File: src/rtl/crtc_pkg.sv
package crtc_pkg;

  // Which port a bus address reaches
  typedef enum logic [1:0] {
    PORT_NONE  = 2'd0,
    PORT_INDEX = 2'd1,
    PORT_DATA  = 2'd2
  } port_e;

endpackage

File: src/rtl/crtc_addr_decode.sv
module crtc_addr_decode
  import crtc_pkg::*;
#(
  parameter int ADDR_W     = 4,
  parameter int IDX_ADDR_A = 4,
  parameter int DAT_ADDR_A = 5,
  parameter int IDX_ADDR_B = 12,
  parameter int DAT_ADDR_B = 13
) (
  input  logic [ADDR_W-1:0] addr,
  output port_e             kind
);

  function automatic port_e classify(input logic [ADDR_W-1:0] a);
    if (a == ADDR_W'(IDX_ADDR_A) || a == ADDR_W'(IDX_ADDR_B))
      return PORT_INDEX;
    else if (a == ADDR_W'(DAT_ADDR_A) || a == ADDR_W'(DAT_ADDR_B))
      return PORT_DATA;
    else
      return PORT_NONE;
  endfunction

  assign kind = classify(addr);

endmodule

File: src/rtl/crtc_lock_guard.sv
module crtc_lock_guard #(
  parameter int DATA_W     = 8,
  parameter int INDEX_W    = 8,
  parameter int PROT_LAST  = 7,
  parameter int EXEMPT_IDX = 7,
  parameter int EXEMPT_BIT = 4
) (
  input  logic               lock_bit,
  input  logic [INDEX_W-1:0] idx,
  output logic               prot_hit,
  output logic [DATA_W-1:0]  wr_mask
);

  // Bits of the selected register that a data write may change
  function automatic logic [DATA_W-1:0] allowed_bits(
    input logic               locked,
    input logic [INDEX_W-1:0] sel
  );
    logic [DATA_W-1:0] m;
    if (locked && (sel <= INDEX_W'(PROT_LAST))) begin
      m = '0;
      if (sel == INDEX_W'(EXEMPT_IDX))
        m[EXEMPT_BIT] = 1'b1;
    end else begin
      m = '1;
    end
    return m;
  endfunction

  assign prot_hit = lock_bit && (idx <= INDEX_W'(PROT_LAST));
  assign wr_mask  = allowed_bits(lock_bit, idx);

endmodule

File: src/rtl/crtc_reg_store.sv
module crtc_reg_store #(
  parameter int DATA_W   = 8,
  parameter int INDEX_W  = 8,
  parameter int LOCK_IDX = 17,
  parameter int LOCK_BIT = 7
) (
  input  logic               clk,
  input  logic               rst_n,
  input  logic               we,
  input  logic [INDEX_W-1:0] idx,
  input  logic [DATA_W-1:0]  wdata,
  input  logic [DATA_W-1:0]  mask,
  output logic [DATA_W-1:0]  sel_val,
  output logic               lock_bit
);

  localparam int NREG = 1 << INDEX_W;

  function automatic logic [DATA_W-1:0] merge(
    input logic [DATA_W-1:0] old_v,
    input logic [DATA_W-1:0] new_v,
    input logic [DATA_W-1:0] m
  );
    return (old_v & ~m) | (new_v & m);
  endfunction

  logic [DATA_W-1:0] regs_q [NREG];

  for (genvar g = 0; g < NREG; g++) begin : g_entry
    logic hit;
    assign hit = we && (idx == INDEX_W'(g));
    always_ff @(posedge clk or negedge rst_n) begin
      if (!rst_n)
        regs_q[g] <= '0;
      else if (hit)
        regs_q[g] <= merge(regs_q[g], wdata, mask);
    end
  end

  assign sel_val  = regs_q[idx];
  assign lock_bit = regs_q[LOCK_IDX][LOCK_BIT];

endmodule

File: src/rtl/crtc_regbank.sv
module crtc_regbank
  import crtc_pkg::*;
#(
  parameter int ADDR_W     = 4,
  parameter int DATA_W     = 8,
  parameter int INDEX_W    = 8,
  parameter int IDX_ADDR_A = 4,
  parameter int DAT_ADDR_A = 5,
  parameter int IDX_ADDR_B = 12,
  parameter int DAT_ADDR_B = 13,
  parameter int LOCK_IDX   = 17,
  parameter int LOCK_BIT   = 7,
  parameter int PROT_LAST  = 7,
  parameter int EXEMPT_IDX = 7,
  parameter int EXEMPT_BIT = 4
) (
  input  logic              clk,
  input  logic              rst_n,
  input  logic [ADDR_W-1:0] bus_addr,
  input  logic              bus_we,
  input  logic [DATA_W-1:0] bus_wdata,
  output logic [DATA_W-1:0] bus_rdata
);

  // Named internal events, observed by the bound checker
  port_e              kind;
  logic               idx_we;
  logic               data_we;
  logic               lock_on;
  logic               prot_hit;
  logic [DATA_W-1:0]  wr_mask;
  logic [DATA_W-1:0]  sel_q;
  logic [INDEX_W-1:0] idx_q;

  crtc_addr_decode #(
    .ADDR_W    (ADDR_W),
    .IDX_ADDR_A(IDX_ADDR_A),
    .DAT_ADDR_A(DAT_ADDR_A),
    .IDX_ADDR_B(IDX_ADDR_B),
    .DAT_ADDR_B(DAT_ADDR_B)
  ) u_dec (
    .addr(bus_addr),
    .kind(kind)
  );

  assign idx_we  = bus_we && (kind == PORT_INDEX);
  assign data_we = bus_we && (kind == PORT_DATA);

  always_ff @(posedge clk or negedge rst_n) begin
    if (!rst_n)
      idx_q <= '0;
    else if (idx_we)
      idx_q <= bus_wdata[INDEX_W-1:0];
  end

  crtc_lock_guard #(
    .DATA_W    (DATA_W),
    .INDEX_W   (INDEX_W),
    .PROT_LAST (PROT_LAST),
    .EXEMPT_IDX(EXEMPT_IDX),
    .EXEMPT_BIT(EXEMPT_BIT)
  ) u_guard (
    .lock_bit(lock_on),
    .idx     (idx_q),
    .prot_hit(prot_hit),
    .wr_mask (wr_mask)
  );

  crtc_reg_store #(
    .DATA_W  (DATA_W),
    .INDEX_W (INDEX_W),
    .LOCK_IDX(LOCK_IDX),
    .LOCK_BIT(LOCK_BIT)
  ) u_store (
    .clk     (clk),
    .rst_n   (rst_n),
    .we      (data_we),
    .idx     (idx_q),
    .wdata   (bus_wdata),
    .mask    (wr_mask),
    .sel_val (sel_q),
    .lock_bit(lock_on)
  );

  always_comb begin
    unique case (kind)
      PORT_INDEX: bus_rdata = DATA_W'(idx_q);
      PORT_DATA:  bus_rdata = sel_q;
      default:    bus_rdata = '0;
    endcase
  end

endmodule

File: config.mk
export PLATFORM = sky130hd
export DESIGN_NAME = crtc_regbank
export DESIGN_NICKNAME = d
export VERILOG_FILES = /design/src/rtl/crtc_pkg.sv /design/src/rtl/crtc_addr_decode.sv /design/src/rtl/crtc_lock_guard.sv /design/src/rtl/crtc_reg_store.sv /design/src/rtl/crtc_regbank.sv
export SDC_FILE = /design/constraint.sdc
export NUM_CORES = 2
export LEC_CHECK = 0
export BUFFER_PORTS_ARGS = -buffer_cell sky130_fd_sc_hd__buf_2
export CAP_MARGIN = 10
export CORE_UTILIZATION = 45
export CTS_CLUSTER_SIZE = 20
export DETAILED_ROUTE_END_ITERATION = 8
export GPL_ROUTABILITY_DRIVEN = 1
export HOLD_SLACK_MARGIN = 0.1
export PLACE_DENSITY = 0.56
export RECOVER_POWER = 100
export SLEW_MARGIN = 25
export SYNTH_ARGS = -nofsm -noshare
export SYNTH_HDL_FRONTEND = slang
export SYNTH_SLANG_ARGS = --single-unit
File: constraint.sdc
create_clock -name clk -period 7.95 [get_ports clk]
set_clock_uncertainty 0.2 [all_clocks]
set_input_delay 0.3975 -clock clk [delete_from_list [all_inputs] [get_ports clk]]
set_output_delay 0.3975 -clock clk [all_outputs]
set_load 0.01 [all_outputs]
; After elaboration in Yosys (flattened, before gate mapping)
; Index checks and enable logic that the tools add are counted.
[word_totals]
reg_bits = 2056
input_bits = 15
out_inout_bits = 8
[op_classes]
n_lt_le_gt_ge = 2
n_eq_ne = 261
mux = 8
bitwise_logic = 515
reduce_logical = 262
[op_table]
columns = operator, n
row1 = $and A8 B8 Y8, 257
row2 = $or A8 B8 Y8, 256
row3 = $eq A8 B8 Y1 const B, 128
row4 = $eq A8 B7 Y1 const B, 64
row5 = $logic_and A1 B1 Y1, 259
row6 = $eq A8 B6 Y1 const B, 32
row7 = $eq A8 B5 Y1 const B, 16
row8 = $bmux W8 S8, 1
row9 = $eq A8 B4 Y1 const B, 8
row10 = $eq A8 B3 Y1 const B, 4
row11 = $mux W8, 3
row12 = $eq A8 B2 Y1 const B, 2
row13 = $pmux W8 S2, 1
row14 = $ge A9 B9 Y1 const B, 1
row15 = $not A8 Y9, 1
row16 = $eq A4 B3 Y1 const B, 2
row17 = $eq A4 B4 Y1 const B, 2
row18 = $eq A8 B1 Y1 const B, 1
row19 = $le A8 B3 Y1 const B, 1
row20 = $logic_not A8 Y1, 1
row21 = $not A8 Y8, 1
row22 = $mux W2, 2
row23 = $eq A2 B1 Y1 const B, 1
row24 = $eq A2 B2 Y1 const B, 1
row25 = 2 further kinds, 3

; Longest topological paths before layout
[depth]
word_depth = 7
mapped_depth = 12
mapped_depth_nobuf = 7

; Modules after synthesis
; Synthesis repeated with hierarchy kept, for this count alone.
[unflattened]
hier_cells = 8117
area_unflattened_um2 = 101003.1
[by_module_without_submodules]
columns = mod, instances, cells_per_inst, area_each_um2
row1 = crtc_reg_store, 1, 8061, 100393.8
row2 = crtc_regbank, 1, 41, 490.5
row3 = crtc_lock_guard, 1, 13, 97.6
row4 = crtc_addr_decode, 1, 2, 21.3

; Least setup slack after synthesis
; OpenSTA, ideal clock, no wires.
[synth_path]
path_kind = register to output
startpoint = register idx_q[1]
endpoint = output bus_rdata[6]
arrival_time_ns = 2.255
t_required_ns = 7.352
path_slack_ns = 5.098
stages_incl_launch_ff = 11
path_cell_list = dfrtp_1 -> buf_6 -> buf_4 -> buf_4 -> buf_1 -> mux4_2 -> a22oi_1 -> nand4_1 -> nor4_1 -> o21ai_1 -> a32o_1
[synth_between]
elab_chain_cells = 5
[synth_lines]
columns = element, line_no
row1 = start: declaration, crtc_regbank.sv:33  ; logic [INDEX_W-1:0] idx_q;
row2 = start signal: assignment, crtc_regbank.sv:53  ; idx_q <= bus_wdata[INDEX_W-1:0];
row3 = $not A8 Y9 (implied by the code), crtc_reg_store.sv:40  ; assign sel_val = regs_q[idx];
row4 = $bmux W8 S8, crtc_reg_store.sv:40
row5 = $mux W8 (implied by the code) (2 in a row), crtc_reg_store.sv:40
row6 = $pmux W8 S2, crtc_regbank.sv:86  ; unique case (kind)
row7 = end: declaration, crtc_regbank.sv:22  ; output logic [DATA_W-1:0] bus_rdata
; No other way between the ends. The select of a mux whose other input is x is not followed.

; Final worst setup path
[layout_path]
startpoint = register idx_q[0]
endpoint = output bus_rdata[7]
; The elaborated chain is that of the path after synthesis.

==> results.sh <==
export IMPL_finalHoldViolations=0
export IMPL_cpMaxStageDelayCell="dfrtp_1"
export IMPL_clock_root_buffer="clkbuf_16"
export IMPL_path_class="flip-flop to output pin"
export IMPL_endpoint_kind="output pin"
export IMPL_vdd_drop_max_uv=237
export IMPL_fillCellCount=17800
export IMPL_die_h_um=459
export IMPL_crit_path_max_incr_delay_ns=1.51
export IMPL_reg2reg_depth=6
export IMPL_fmax_mhz=145
export IMPL_ioPinCount=23
export IMPL_grt_pass1_vias=57200
export IMPL_tightest_slew_ns=3.80
export IMPL_async_flop_share_pct=100
export IMPL_slew_violations=1759
export IMPL_die_area_sq_um=211000
export IMPL_finalPower_uw=24200
export IMPL_layout_common_cells="2051 x dfrtp_1, 2045 x mux2_2, 353 x mux4_2, 334 x mux2i_1, 235 x nand2_1"
export IMPL_arrival_ns=6.32
export IMPL_period_share_pct=87.0
export IMPL_grt_use_total_pct=25.9
export IMPL_die_w_um=459
export IMPL_startpoint_type="flip-flop"
export IMPL_coreArea_sq_um=207000
export IMPL_slew_limit_headroom_pct=-153
export IMPL_grt_pass1_wl_mm=403
export IMPL_drc=0
export IMPL_overflow=0
export IMPL_area_delta_synth_final_pct=10.0
export IMPL_p_leak_uw=0.0496
export IMPL_layout_commonest_cell="dfrtp_1"
export IMPL_clkLatencyLatePin_ns=0.86
export IMPL_cts_sinks=2056
export IMPL_hold_depth=1
export IMPL_critPathRequiredTime_ns=7.35
export IMPL_status="finished, violations left"
export IMPL_post_cts_setup_buffer_count=0
export IMPL_numPortBuffers=21
export IMPL_layout_drive_gt1_share_pct=45.3
export IMPL_ctsResizeCount=0
export IMPL_drtAntennaViolNets=0
export IMPL_tns_ns=0
export IMPL_hp_class="flip-flop to flip-flop"
export IMPL_dpl_cell_area_sq_um=96900
export IMPL_power_density_nw_per_um2=233
export IMPL_dp_hpwl_mm=168
export IMPL_seqCellArea_sq_um=51500
export IMPL_crit_chain="buf_16, nand4b_1, buf_4, o22ai_1, nor4_1, a31oi_1, a221oi_1, a21oi_1, a31o_1, buf_2"
export IMPL_critPathMaxFanout=30
export IMPL_synth_cell_type_count=60
export IMPL_clkSlewWorstSetupHoldPaths_ns=0.06
export IMPL_rr_startpoint="idx_q[2]"
export IMPL_cts_tree="yes"
export IMPL_synth_seq_cells=2056
export IMPL_fp_row_count=167
export IMPL_r2r_slack_ns=1.50
export IMPL_gp_congestion=0.891
export IMPL_syn_nets=6263
export IMPL_nets=6187
export IMPL_finalWirelength_mm=271
export IMPL_min_period_ns=6.92
export IMPL_synthFlopType="dfrtp_1"
export IMPL_htree_num_levels=4
export IMPL_clockBufferDepth=3
export IMPL_synth_avg_cell_area_sq_um=15.1
export IMPL_cts_hold_buf=23
export IMPL_cap_violations=34
export IMPL_drt_vias_per_instance=6.01
export IMPL_antenna_found_initial=9
export IMPL_cp_startpoint="idx_q[0]"
export IMPL_synth_cells=6248
export IMPL_synth_edf_count=0
export IMPL_start_util_pct=45.4
export IMPL_drt_iter0_drc=4065
export IMPL_wire_per_inst_um=29.6
export IMPL_synth_warnings=0
export IMPL_multi_input_area_sq_um=40000
export IMPL_rsz0062_at_grt="false"
export IMPL_vias=54900
export IMPL_dr_pass1_iters=5
export IMPL_seq_area_frac_synth_pct=54.7
export IMPL_finalSetupViolations=0
export IMPL_violations="max-capacitance violations, max-slew violations"
export IMPL_numCtsBuffers=221
export IMPL_fin_area_sq_um=104000
export IMPL_grt_max_degree=186
export IMPL_syn_cell_area_sq_um=94100
## worst max-delay path: cells and delay by family (launching register included)
family	cells	cell delay [ns]
buffers and inverters	3	0.77
DFF	1	1.51
and+or+nand+nor	2	1.01
AOI/OAI and AO/OA	5	2.07
## cell type report
type	instances	share of cell area, %
Sequential cell	2056	49.7
Multi-Input combinational cell	3718	38.7
Clock buffer	342	6.31
Tap cell	2788	3.37
Timing Repair Buffer	169	1.43
Clock inverter	48	0.507
Inverter	6	0.0217
Antenna cell	5	0.0121
## metal layers
layer	global-route usage [%]	vias to the layer above	share of wire (%)
met5	0	-	0.0055
met4	8.86	2	3.4
met3	4.86	380	5.6
met2	39.5	1286	46
met1	37.2	30000	45
li1	-	23200	-
## synth_stat cells, drive strengths merged (2+ instances only)
master      n  share of area [%]
a211oi     10              0.080
a21oi      35               0.19
a221oi     50               0.51
a22o       25               0.23
a22oi     142                1.1
a31o        5              0.047
a31oi      19               0.13
a41oi       3              0.028
and2        8              0.053
and3       10              0.066
buf       193                1.3
clkbuf    275                1.1
dfrtp    2056                 55
inv         6              0.024
mux2     2056                 25
mux2i     334                3.6
mux4      353                8.4
nand2     235                1.0
nand2b      7              0.047
nand3      53               0.28
nand4      25               0.17
nand4b      4              0.037
nand4bb     3              0.041
nor2      156               0.99
nor2b      10              0.066
nor3       11              0.081
nor3b       3              0.029
nor4       26               0.18
o2111ai     2              0.019
o211ai      4              0.032
o21ai      38               0.20
o22ai      78               0.52
or2         2              0.013
or3         2              0.013
## worst max-delay path by stage
stage	endpoint	slack (ns)	depth (start not counted)
finish	bus_rdata[7]	1.03	10
CTS	bus_rdata[5]	1.61	8
global route	async pin	0.80	5
global placement	bus_rdata[5]	2.41	9
detailed placement	bus_rdata[5]	2.55	8
floorplan	bus_rdata[6]	5.10	10
## cells by family after synthesis
kind of cell,share of synthesized area [%]
muxes,36.6
DFF,54.7
and+or+nand+nor,3.16
buffers and inverters,2.43
AOI/OAI and AO/OA,3.16
## through the flow
step           hold WS, ns  util (%)  cells  setup WS (ns)
2_1_floorplan      -0.0981         -   6248           5.10
3_3_place_gp         0.215      46.7   8704           2.41
3_5_place_dp         0.216      46.7   8706           2.55
4_1_cts              0.118      50.2   9119           1.61
5_1_grt              0.297      49.9   9129          0.799
6_report             0.286      49.9   9132           1.03
## power breakdown
group	leakage (uW)	switching [uW]	internal [uW]
sequential	0.0286	250	10800
combinational	0.0175	2000	1040
clock	0.00348	4270	5840
total	0.0496	6520	17700
(Power assumes the default switching activity.)
